$ cat config.mk
export PLATFORM = sky130hd
export DESIGN_NAME = fa_arb
export DESIGN_NICKNAME = d
export VERILOG_FILES = /design/src/rtl/fa_pkg.sv /design/src/rtl/fa_elig.sv /design/src/rtl/fa_rdyq.sv /design/src/rtl/fa_track.sv /design/src/rtl/fa_arb.sv
export SDC_FILE = /design/constraint.sdc
export NUM_CORES = 1
export LEC_CHECK = 0
export BUFFER_PORTS_ARGS = -buffer_cell sky130_fd_sc_hd__buf_4
export CORE_MARGIN = 2
export CORE_UTILIZATION = 50
export CTS_CLUSTER_SIZE = 12
export DETAILED_ROUTE_END_ITERATION = 8
export HOLD_SLACK_MARGIN = 0.15
export PLACE_DENSITY = 0.76
export SYNTH_ARGS = -nofsm -noshare
export SYNTH_HDL_FRONTEND = slang
export SYNTH_SLANG_ARGS = --single-unit
export TNS_END_PERCENT = 50
$ cat constraint.sdc
create_clock -name clk -period 3.4 [get_ports clk]
set_clock_uncertainty 0.15 [all_clocks]
set_input_delay 0.34 -clock clk [delete_from_list [all_inputs] [get_ports clk]]
set_output_delay 0.34 -clock clk [all_outputs]
set_load 0.01 [all_outputs]
$ cat src/rtl/fa_pkg.sv
package fa_pkg;
  typedef enum logic [1:0] {
    TS_IDLE = 2'b00,
    TS_RUN  = 2'b01,
    TS_WAIT = 2'b10,
    TS_DONE = 2'b11
  } thr_state_e;

  function automatic logic state_can_fetch(input logic [1:0] st);
    return (st == TS_RUN) || (st == TS_WAIT);
  endfunction
endpackage

$ cat src/rtl/fa_elig.sv
module fa_elig #(
  parameter int NTHR = 4
) (
  input  logic [2*NTHR-1:0] thr_state_i,
  input  logic [NTHR-1:0]   buf_free_i,
  input  logic [NTHR-1:0]   stop_fetch_i,
  input  logic [NTHR-1:0]   pending_i,
  output logic [NTHR-1:0]   elig_o
);
  import fa_pkg::*;

  for (genvar g = 0; g < NTHR; g++) begin : g_slot
    logic [1:0] st;
    assign st = thr_state_i[2*g +: 2];
    assign elig_o[g] = state_can_fetch(st) & buf_free_i[g] &
                       ~stop_fetch_i[g] & ~pending_i[g];
  end
endmodule

$ cat src/rtl/fa_rdyq.sv
module fa_rdyq #(
  parameter int NTHR = 4,
  localparam int TW = (NTHR > 1) ? $clog2(NTHR) : 1,
  localparam int CW = $clog2(NTHR + 1)
) (
  input  logic            clk,
  input  logic            rst_n,
  input  logic [NTHR-1:0] elig_i,
  output logic            head_vld_o,
  output logic [TW-1:0]   head_o
);
  logic [TW-1:0]   slot_q [NTHR];
  logic [TW-1:0]   slot_n [NTHR];
  logic [CW-1:0]   cnt_q, cnt_n;
  logic [NTHR-1:0] inq_q, inq_n;
  logic [NTHR-1:0] push;
  logic [NTHR-1:0] pop_hot;
  logic            pop;
  logic            upd_en;

  assign head_vld_o = (cnt_q != '0);
  assign head_o     = slot_q[0];
  assign pop        = head_vld_o;
  assign push       = elig_i & ~inq_q;
  assign upd_en     = pop | (|push);

  always_comb begin
    pop_hot = '0;
    if (pop) pop_hot[head_o] = 1'b1;
  end

  always_comb begin
    logic [CW-1:0] fill;
    for (int s = 0; s < NTHR; s++) slot_n[s] = slot_q[s];
    fill = cnt_q;
    if (pop) begin
      for (int s = 0; s < NTHR - 1; s++) slot_n[s] = slot_q[s+1];
      fill = fill - CW'(1);
    end
    for (int i = 0; i < NTHR; i++) begin
      if (push[i] && (fill < CW'(NTHR))) begin
        slot_n[TW'(fill)] = TW'(i);
        fill = fill + CW'(1);
      end
    end
    cnt_n = fill;
    inq_n = (inq_q & ~pop_hot) | push;
  end

  always_ff @(posedge clk or negedge rst_n) begin
    if (!rst_n) begin
      cnt_q <= '0;
      inq_q <= '0;
      for (int s = 0; s < NTHR; s++) slot_q[s] <= '0;
    end else if (upd_en) begin
      cnt_q <= cnt_n;
      inq_q <= inq_n;
      for (int s = 0; s < NTHR; s++) slot_q[s] <= slot_n[s];
    end
  end
endmodule

$ cat src/rtl/fa_track.sv
module fa_track #(
  parameter int NTHR = 4,
  localparam int TW = (NTHR > 1) ? $clog2(NTHR) : 1
) (
  input  logic            clk,
  input  logic            rst_n,
  input  logic            grant_vld_i,
  input  logic [TW-1:0]   grant_thr_i,
  input  logic            rsp_vld_i,
  input  logic [TW-1:0]   rsp_thr_i,
  input  logic [NTHR-1:0] drop_req_i,
  output logic [NTHR-1:0] pending_o,
  output logic [NTHR-1:0] drop_o
);
  logic [NTHR-1:0] pend_q, pend_n;
  logic [NTHR-1:0] drop_q, drop_n;
  logic [NTHR-1:0] grant_hit, rsp_hit;
  logic            upd_en;

  always_comb begin
    grant_hit = '0;
    rsp_hit   = '0;
    if (grant_vld_i) grant_hit[grant_thr_i] = 1'b1;
    if (rsp_vld_i)   rsp_hit[rsp_thr_i]     = 1'b1;
  end

  assign upd_en = grant_vld_i | rsp_vld_i | (|drop_req_i);

  for (genvar g = 0; g < NTHR; g++) begin : g_flag
    assign pend_n[g] = grant_hit[g] | (pend_q[g] & ~rsp_hit[g]);
    assign drop_n[g] = rsp_hit[g] ? 1'b0
                                  : (drop_q[g] | (drop_req_i[g] & pend_q[g]));
  end

  always_ff @(posedge clk or negedge rst_n) begin
    if (!rst_n) begin
      pend_q <= '0;
      drop_q <= '0;
    end else if (upd_en) begin
      pend_q <= pend_n;
      drop_q <= drop_n;
    end
  end

  assign pending_o = pend_q;
  assign drop_o    = drop_q;
endmodule

$ cat src/rtl/fa_arb.sv
module fa_arb #(
  parameter int NTHR = 4,
  localparam int TW = (NTHR > 1) ? $clog2(NTHR) : 1
) (
  input  logic              clk,
  input  logic              rst_n,
  input  logic [2*NTHR-1:0] thr_state_i,
  input  logic [NTHR-1:0]   buf_free_i,
  input  logic [NTHR-1:0]   stop_fetch_i,
  input  logic [NTHR-1:0]   drop_req_i,
  input  logic              rsp_valid_i,
  input  logic [TW-1:0]     rsp_thr_i,
  output logic              grant_valid_o,
  output logic [TW-1:0]     grant_thr_o,
  output logic              rsp_keep_o,
  output logic [NTHR-1:0]   pending_o
);
  logic [NTHR-1:0] elig;
  logic [NTHR-1:0] pend;
  logic [NTHR-1:0] drop;
  logic            head_vld;
  logic [TW-1:0]   head;

  fa_elig #(.NTHR(NTHR)) u_elig (
    .thr_state_i  (thr_state_i),
    .buf_free_i   (buf_free_i),
    .stop_fetch_i (stop_fetch_i),
    .pending_i    (pend),
    .elig_o       (elig)
  );

  fa_rdyq #(.NTHR(NTHR)) u_rdyq (
    .clk        (clk),
    .rst_n      (rst_n),
    .elig_i     (elig),
    .head_vld_o (head_vld),
    .head_o     (head)
  );

  assign grant_valid_o = head_vld & elig[head];
  assign grant_thr_o   = head;

  fa_track #(.NTHR(NTHR)) u_track (
    .clk         (clk),
    .rst_n       (rst_n),
    .grant_vld_i (grant_valid_o),
    .grant_thr_i (head),
    .rsp_vld_i   (rsp_valid_i),
    .rsp_thr_i   (rsp_thr_i),
    .drop_req_i  (drop_req_i),
    .pending_o   (pend),
    .drop_o      (drop)
  );

  assign rsp_keep_o = rsp_valid_i & pend[rsp_thr_i] & ~drop[rsp_thr_i];
  assign pending_o  = pend;
endmodule

**Yosys cells after proc, flatten, opt, wreduce, memory -nomap -nowiden**

Cells that the tools add are included.

- Bits in registers: 23
- Bits of input ports: 25
- Output and inout bits: 8
- Logic and storage cells: 154

- Add/subtract/negate cells: 5
- Magnitude comparators: 16
- Eq/ne operators: 8
- Mux-type cells: 35
- Bitwise logic cells: 65
- Reductions and logical operators: 17

Operators with widths:

| operator | count |
|---|---|
| $mux 8 | 4 |
| $and 1x1->1 | 23 |
| $and 4x4->4 | 4 |
| $demux 2 s2 | 4 |
| $not 4->4 | 4 |
| $mux 3 | 5 |
| $not 1->1 | 13 |
| $add 3x1->3 const B | 4 |
| $ge 3x3->1 const B | 4 |
| $lt 3x1->1 const B | 4 |
| $lt 3x3->1 const B | 4 |
| $mux 4 | 3 |
| $not 2->3 | 4 |
| $or 4x4->4 | 3 |
| $or 1x1->1 | 11 |
| $logic_and 1x1->1 | 10 |
| $mux 1 | 9 |
| $and 8x8->8 | 1 |
| $eq 2x1->1 const B | 4 |
| $eq 2x2->1 const B | 4 |
| $mux 2 | 4 |
| $not 8->8 | 1 |
| $or 8x8->8 | 1 |
| $reduce_or 4->1 | 2 |
| other kinds (8) | 16 |

**Depth between registers and ports, before layout**

Gate-level depths: netlist of the first run.

- Depth after elaboration: 21
- Gate-level depth with buffers: 14
- Mapped depth without buffers: 14

**Hierarchy**

Synthesis of the first run repeated with hierarchy kept, for this count alone.

- Cells, all modules: 189
- Area, all modules: 1860.5 um^2

Modules (own cells, without submodules):

| module | times used | cells an instance | area an instance (um^2) | sequential area each (um^2) |
|---|---|---|---|---|
| fa_rdyq | 1 | 144 | 1353.8 | 375.4 |
| fa_track | 1 | 28 | 339.1 | 200.2 |
| fa_elig | 1 | 8 | 95.1 | 0.0 |
| fa_arb | 1 | 9 | 72.6 | 0.0 |

**Least setup slack after synthesis of the first run**

Ideal clock, no wire load.

- Path type: register to register
- Start point: register u_rdyq.cnt_q[0]
- End point: register u_rdyq.slot_q[2] in the netlist's numbering
- Setup time: 0.134 ns
- Arrival: 2.998 ns
- Data required time: 3.116 ns
- Setup slack: 0.118 ns
- Stages on the path, launching flop included: 13
- Buffers on the path: 0
- Clock period less this slack: 3.282 ns
- Cells stage by stage: dfrtp_1 inv_1 ha_1 nand2b_1 mux2i_4 nor2_2 mux2_4 ha_1 mux2i_1 ha_1 nor3_2 mux2i_1 o22ai_1

- Word-level cells in the longest chain between the ends: 18
- Elaborated cells on any way between the ends: 53
- Classes of those cells: add/sub (4); order compare (12); mux (17); bitwise (11); reduce/logical (9)

Ends and longest elaborated chain:

| item | line | source |
|---|---|---|
| start, declared | fa_rdyq.sv:14 | `logic [CW-1:0] cnt_q, cnt_n;` |
| start signal, assigned | fa_rdyq.sv:56 | `cnt_q <= cnt_n;` |
| $sub 3x1->3 / $reduce_bool 3->1 (equally long branches) | fa_rdyq.sv:38, fa_rdyq.sv:21 |  |
| $mux 3 | fa_rdyq.sv:36 | `if (pop) begin` |
| $lt 3x3->1 | fa_rdyq.sv:41 | `if (push[i] && (fill < CW'(NTHR))) begin` |
| $logic_and 1x1->1 | fa_rdyq.sv:41 |  |
| $mux 3 | fa_rdyq.sv:41 |  |
| $lt 3x3->1 | fa_rdyq.sv:41 |  |
| $logic_and 1x1->1 | fa_rdyq.sv:41 |  |
| $mux 3 | fa_rdyq.sv:41 |  |
| (+2 left out) | n/a |  |
| $mux 3 / $logic_and 1x1->1 (equally long branches) | fa_rdyq.sv:41, fa_rdyq.sv:42 |  |
| $not 2->3 (not written as such) / $mux 2 (equally long branches) | fa_rdyq.sv:42 | `slot_n[TW'(fill)] = TW'(i);` |
| $ge 3x3->1 (not written as such) (tied with other cells) | fa_rdyq.sv:42 |  |
| $logic_and 1x1->1 (not written as such) / $not 4->4 (equally long branches) | n/a |  |
| $mux 2 (not written as such) / $and 4x4->4 (equally long branches) | n/a |  |
| $demux 2 s2 / $mux 8 (equally long branches) | fa_rdyq.sv:42, fa_rdyq.sv:41 |  |
| $or 8x8->8 (no line) | n/a |  |
| $mux 8 | fa_rdyq.sv:41 |  |
| end, declared | fa_rdyq.sv:12 | `logic [TW-1:0] slot_q [NTHR];` |

Parallel ways exist; a longest one is shown, timed or not.
A chain may end at the register's enable or synchronous reset.

**Final worst setup path of the first run**

- Start point: register u_rdyq.cnt_q[1]
- End point: register u_rdyq.slot_q[2] in the netlist's numbering

The elaborated chain is that of the path after synthesis.

==> reports/summary.md, run 1 <==
• completed — status
• 0.198 ns — Worst Hold Margin
• 1.00 — share of synthesized registers carrying an async set or reset
• 0.309 GHz — peak clock frequency supported by timing
• 3360 um2 — area inside the core boundary
• 2080 um2 — instance area at placement
• 0 — antenna diode instance count
• 2 — maximum number of buffers from clock root to sink
• 63.3 um — vertical extent of the die
• multiplexers — cell class contributing the biggest share of worst-path delay
• 0 — max-cap check violation count
• 3.24 ns — post-route minimum period
• 24 — maximum number of pins on one net before global-route repair
• 0.418 ns — transition time of the tightest slew-check pin
• register to register — critical path type
• 1553 — routed via count
• 290 — filler instances
• 0 — initial antenna violation count
• 0.238 — GRT Overall Usage
• 0 — Yosys warning total
• 0.14 ns — CTS clock-pin slew for the worst setup and hold paths
• 183 — synthesized netlist cell count
• 3.46 ns — required time reported for the critical path endpoint
• 26.6% — area overhead of the layout relative to synthesis
• 0.328 — fraction of the yosys area taken by sequential cells
• 3470 um — dpl hpwl
• 0.904 — RD Place Congestion
• -0.00498 ns — post-placement setup slack
• 553 uV — Worst IR Drop VDD
• 0 — number of buffers inserted to repair setup after CTS
• sky130_fd_sc_hd__clkbuf_4 — cell chosen for the clock root
• 0 — antenna-violating nets left
• 1625 — number of global-route vias before repair
• 0.952 — crit share post-route
• 0.46 ns — longest individual stage delay on the worst path
• 32 — buffers added on ports
• 0 — Final Max Tran Viols
• 0 — final-report setup violation count
• 274 — Layout Cells excl Fill
• 0 — number of remaining DRC errors
• 0.00101 uW — Leak Pwr
• 129 — 1st-iter DRT viols
• 63.3 um — die width
• built — clock tree from TritonCTS
• 3.29 ns — Crit path arrival time
• 995 uW — switching power
• 16.1 um — average wire per standard cell
• 0.064 — clock share of power
• 0.32 ns — worst skew pair latency
• 0.688 — Combinational Power Share
• 23 — count of state elements after synthesis
• 23 — clock net sink count
• 219 — Post-Synthesis Net Count
• 265 — count of nets after finishing
• 9.60 um2 — Mapped Avg Cell Area
• 956 nW/um2 — Pwr per Cell Area
• 3 — clock buffers created by TritonCTS
• 0 ns — sum of negative setup slack
• 33 — top-level I/O count
• 2220 um2 — design area
• 6 — Max FO, Critical Path
• 0.338 — fraction of final layout cells sized beyond drive strength 1
• 1760 um2 — mapped cell area
• 0.468 — Switching Fraction
• sky130_fd_sc_hd__dfrtp_1 — top flip-flop cell by instance count after synthesis
• 7450 um — first-pass GRT wire length
• 0 — aggregate global routing overflow
• input pin to register — class of the tightest hold or removal check
• inv_1, ha_1, nand2b_1, mux2i_4, nor2_4, xnor2_2, inv_1, ha_1, a221o_1, nor2_4, mux2i_2, o22ai_1 — worst-path cell chain
• 0.248 — sequential share of power
• register — kind of end point of the critical path
• 4000 um2 — total die area
• 0 — number of enable flip-flop cells after synthesis
• 0.522 — starting utilization of the core area
• 0.162 ns — crit path setup slack, layout
• 263 — placed cell count
• 55 — library cells used by synthesis
• 5.67 — Via-to-Cell Ratio
• sky130_fd_sc_hd__dfrtp_1 — CP max stage cell
• 0 — hold violation total from the final report
• 4410 um — Routed WL
• 4 — first-pass iteration count of the detailed router
• 1 — H-tree depth
• 0.720 — relative max-transition margin
• 21 — Rows
• 1130 uW — Internal Power
• 2 — worst path bufs/invs
• register — startpoint type of the worst setup path
-- timing repair --
item	4_1_cts	5_1_grt
endpoints found under the setup margin	5	11
resized for setup	1	8
hold endpoints to repair	27	0
hold buffers	7	0
-- worst paths after layout --
| check | start | slack [ns] | endpoint | cells past startpoint |
|---|---|---|---|---|
| hold / removal | drop_req_i[2] | 0.20 | u_track.drop_o[2] | 3 |
| setup reg to reg | u_rdyq.cnt_q[1] | 0.16 | u_rdyq.slot_q[2] | 12 |
| min in group asynchronous | rst_n | 0.29 | u_track.drop_o[2] | 2 |
| setup / recovery | u_rdyq.cnt_q[1] | 0.16 | u_rdyq.slot_q[2] | 12 |
| hold reg to reg | u_rdyq.inq_q[3] | 0.35 | u_rdyq.inq_q[3] | 1 |
| max in group asynchronous | rst_n | 2.57 | u_rdyq.cnt_q[1] | 2 |
-- Yosys cell counts (3+ instances only) --
library cell	number	area share
sky130_fd_sc_hd__inv_1	9	0.019
sky130_fd_sc_hd__nor2_1	15	0.032
sky130_fd_sc_hd__a21oi_1	13	0.037
sky130_fd_sc_hd__a31oi_1	6	0.021
sky130_fd_sc_hd__xnor2_1	4	0.020
sky130_fd_sc_hd__and2_1	3	0.011
sky130_fd_sc_hd__o21ai_1	4	0.011
sky130_fd_sc_hd__ha_1	11	0.078
sky130_fd_sc_hd__mux2i_1	5	0.028
sky130_fd_sc_hd__xor2_1	3	0.015
sky130_fd_sc_hd__nand2_1	19	0.041
sky130_fd_sc_hd__dfrtp_1	23	0.33
sky130_fd_sc_hd__nand3_1	10	0.028
sky130_fd_sc_hd__nand2b_1	3	0.011
-- metal layers --
layer / share of wire / vias to the layer above / track usage / routed length, um
met4: 0.015 / 0 / 0.109 / 68
li1: - / 741 / - / -
met1: 0.42 / 758 / 0.302 / 1870
met3: 0.056 / 6 / 0.0357 / 246
met2: 0.50 / 48 / 0.402 / 2220
met5: 0 / - / 0 / 0
-- cell families after synthesis --
family,Yosys count,synth area share
buffers and inverters,14,0.0342
multiplexers,11,0.0919
AND/OR/NAND/NOR,71,0.231
flip-flops,23,0.328
XOR/XNOR,9,0.0534
AO/OA/AOI/OAI,44,0.183
adder cells (fa/ha/maj),11,0.0783
-- placed cells by master, fill, tap and decap left out, types with 3 or more instances in the layout --
cell type,n
sky130_fd_sc_hd__xor2_1,3
sky130_fd_sc_hd__a21oi_1,13
sky130_fd_sc_hd__dfrtp_1,23
sky130_fd_sc_hd__a31oi_1,6
sky130_fd_sc_hd__xnor2_2,3
sky130_fd_sc_hd__nand3_1,10
sky130_fd_sc_hd__clkbuf_4,3
sky130_fd_sc_hd__nor2_1,14
sky130_fd_sc_hd__dlygate4sd3_1,7
sky130_fd_sc_hd__nand2_1,19
sky130_fd_sc_hd__buf_4,39
sky130_fd_sc_hd__mux2i_2,3
sky130_fd_sc_hd__o21ai_1,4
sky130_fd_sc_hd__nand2b_1,3
sky130_fd_sc_hd__and2_1,3
sky130_fd_sc_hd__ha_1,10
sky130_fd_sc_hd__mux2i_1,3
sky130_fd_sc_hd__inv_1,9
-- worst min-delay path, stage by stage --
cell and delay [ns]:
sky130_fd_sc_hd__buf_4 0.11, sky130_fd_sc_hd__a21oi_1 0.14, sky130_fd_sc_hd__a31oi_1 0.06
-- stage by stage --
stage	util	power, uW
after floorplan	-	1450
after detailed placement	0.619	1870
after CTS	0.651	2050
after global routing	0.661	2320
final	0.661	2130
after global placement	0.619	1800
-- state kept, by name, summed over array words and instances (netlist names) --
name,cells
u_track.drop_o,4
u_track.pending_o,4
u_rdyq.inq_q,4
u_rdyq.cnt_q,3
u_rdyq.slot_q,6
u_rdyq.head_o,2
-- power groups by stage --
stage	Combinational [uW]	Clock [uW]	Sequential [uW]
detailed placement	1340	0	533
finish	1460	136	528
global placement	1270	0	527
floorplan	934	0	520
CTS	1380	141	527
global route	1610	155	547
-- layout make-up --
cell class | count | area, um2 | share of cell area
Clock buffer | 3 | 22.5 | 0.0101
Clock inverter | 1 | 7.51 | 0.00337
Inverter | 9 | 33.8 | 0.0152
Multi-Input combinational cell | 146 | 1160 | 0.524
Sequential cell | 23 | 576 | 0.259
Tap cell | 46 | 57.6 | 0.0259
Timing Repair Buffer | 46 | 363 | 0.163
Note: power is estimated with default switching activity, not from simulation.
==> run 2: changes to the inputs <==
- RECOVER_POWER: not set -> 100
==> run 2 against run 1 <==
Compared with the run above: final cell count is the same; register-to-register slack barely moved; highest routed layer unchanged; critical path depth up 1; final area shrank 2.2%; fmax shrank 0.20%; worst setup slack got worse by 0.0065 ns.
==> reports/summary.md, run 2 (same netlist as run 1, synthesis figures left out) <==
• 24 — maximum number of pins on one net before global-route repair
• 0 — max-cap check violation count
• built — clock tree from TritonCTS
• 2080 um2 — instance area at placement
• 33 — top-level I/O count
• 0.066 — clock share of power
• 16.0 um — average wire per standard cell
• 3.24 ns — post-route minimum period
• 3.33 ns — Crit path arrival time
• 274 — Layout Cells excl Fill
• input pin to register — class of the tightest hold or removal check
• 960 nW/um2 — Pwr per Cell Area
• 2 — maximum number of buffers from clock root to sink
• 0 — final-report setup violation count
• 4400 um — Routed WL
• 3470 um — dpl hpwl
• 0 ns — sum of negative setup slack
• 63.3 um — die width
• 0 — antenna diode instance count
• 1625 — number of global-route vias before repair
• 0 — initial antenna violation count
• 550 uV — Worst IR Drop VDD
• register to register — critical path type
• 0.253 — sequential share of power
• 0.954 — crit share post-route
• sky130_fd_sc_hd__buf_4 (26), sky130_fd_sc_hd__dfrtp_1 (23), sky130_fd_sc_hd__nand2_1 (19) — commonest cells after routing, fill and taps aside
• 0 — antenna-violating nets left
• 3 — clock buffers created by TritonCTS
• 0.238 — GRT Overall Usage
• 0 — hold violation total from the final report
• register — kind of end point of the critical path
• 7450 um — first-pass GRT wire length
• 576 um2 — total area of sequential cells
• 0 — Final Max Tran Viols
• 6 — Max FO, Critical Path
• sky130_fd_sc_hd__buf_4 — most common cell after layout, fill and taps aside
• 1 — H-tree depth
• 4000 um2 — total die area
• completed — status
• 1560 — routed via count
• 1160 um2 — total area of multi-input combinational cells
• 0 — number of remaining DRC errors
• 265 — count of nets after finishing
• 5.69 — Via-to-Cell Ratio
• 6 — number of flip-flops in the largest register
• 23 — clock net sink count
• 989 uW — switching power
• 63.3 um — vertical extent of the die
• 0.281 — fraction of final layout cells sized beyond drive strength 1
• 1.27 ns — transition time of the tightest slew-check pin
• register — startpoint type of the worst setup path
• 0.522 — starting utilization of the core area
• 0 — number of buffers inserted to repair setup after CTS
• 0 — aggregate global routing overflow
• 309 — filler instances
• 3.48 ns — required time reported for the critical path endpoint
• 3360 um2 — area inside the core boundary
• 21 — Rows
• 0.154 — relative max-transition margin
• 0.000964 uW — Leak Pwr
• sky130_fd_sc_hd__clkbuf_4 — cell chosen for the clock root
• 32 — buffers added on ports
• 23.8% — area overhead of the layout relative to synthesis
• 0.904 — RD Place Congestion
• u_rdyq.slot_q — register with the highest flop count
• 263 — placed cell count
• 0.681 — Combinational Power Share
• 4 — first-pass iteration count of the detailed router
• 0.32 ns — worst skew pair latency
• 0.15 ns — CTS clock-pin slew for the worst setup and hold paths
• 1100 uW — Internal Power
• 0.308 GHz — peak clock frequency supported by timing
• 109 — 1st-iter DRT viols
• 0.474 — Switching Fraction
• 2170 um2 — design area
## run 2: cell types whose count changed in the layout (fill, tap and decap cells not counted)
cell                       previous run  this run
sky130_fd_sc_hd__buf_4               39        26
sky130_fd_sc_hd__clkbuf_1             0        12
sky130_fd_sc_hd__clkbuf_4             3         4
sky130_fd_sc_hd__o211ai_1             0         1
sky130_fd_sc_hd__o211ai_2             1         0
## run 2: power by group through the flow
stage	clock network (uW)	logic, uW	registers (uW)
after floorplan	0	934	520
after global placement	0	1270	527
after detailed placement	0	1340	533
after CTS	141	1380	527
after global routing	155	1570	546
final	137	1420	528
## run 2: critical path, cell delays in order (launching register included)
cell and delay [ns]:
sky130_fd_sc_hd__dfrtp_1 0.47, sky130_fd_sc_hd__inv_1 0.09, sky130_fd_sc_hd__ha_1 0.22, sky130_fd_sc_hd__nand2b_1 0.19, sky130_fd_sc_hd__mux2i_4 0.19, sky130_fd_sc_hd__nor2_4 0.09
sky130_fd_sc_hd__xnor2_2 0.22, sky130_fd_sc_hd__inv_1 0.10, sky130_fd_sc_hd__ha_1 0.22, sky130_fd_sc_hd__a221o_1 0.44, sky130_fd_sc_hd__nand2b_4 0.20, sky130_fd_sc_hd__nor3_4 0.21
sky130_fd_sc_hd__mux2i_4 0.15, sky130_fd_sc_hd__o211ai_1 0.23
## run 2: metrics by stage
| stage | utilization | power (uW) | worst slack (ns) | hold WS, ns |
|---|---|---|---|---|
| after floorplan | - | 1450 | 0.118 | -0.106 |
| after global placement | 0.619 | 1800 | 0.167 | 0.0982 |
| after detailed placement | 0.619 | 1870 | -0.00498 | 0.102 |
| after CTS | 0.651 | 2050 | 0.0368 | 0.184 |
| after global routing | 0.647 | 2280 | -0.0293 | 0.200 |
| final | 0.647 | 2090 | 0.155 | 0.193 |
## run 2: metal layers
layer	routed length, um	track usage
met5	0	0
met4	74	0.109
met3	214	0.0357
met2	2240	0.402
met1	1870	0.302
## run 2: worst paths after layout
check	start	end	slack (ns)	cells past startpoint
hold / removal	drop_req_i[2]	u_track.drop_o[2]	0.19	3
min in group asynchronous	rst_n	u_track.drop_o[2]	0.65	2
max in group asynchronous	rst_n	u_rdyq.cnt_q[1]	1.70	2
hold reg to reg	u_rdyq.inq_q[3]	u_rdyq.inq_q[3]	0.35	1
setup / recovery	u_rdyq.cnt_q[1]	u_rdyq.slot_q[1]	0.16	13
setup reg to reg	u_rdyq.cnt_q[1]	u_rdyq.slot_q[1]	0.16	13
## run 2: area by class of cell
| class | instances | area share |
|---|---|---|
| clock buffer | 3 | 0.0104 |
| clock inverter | 1 | 0.00345 |
| inverter | 9 | 0.0155 |
| multi-input combinational | 146 | 0.533 |
| sequential | 23 | 0.265 |
| tap | 46 | 0.0265 |
| timing repair buffer | 46 | 0.146 |
## run 2: what timing repair did
item | in CTS | in global routing
setup endpoints to repair | 5 | 11
hold buffers | 7 | 0
gates resized for setup | 1 | 8
hold endpoints to repair | 27 | 0
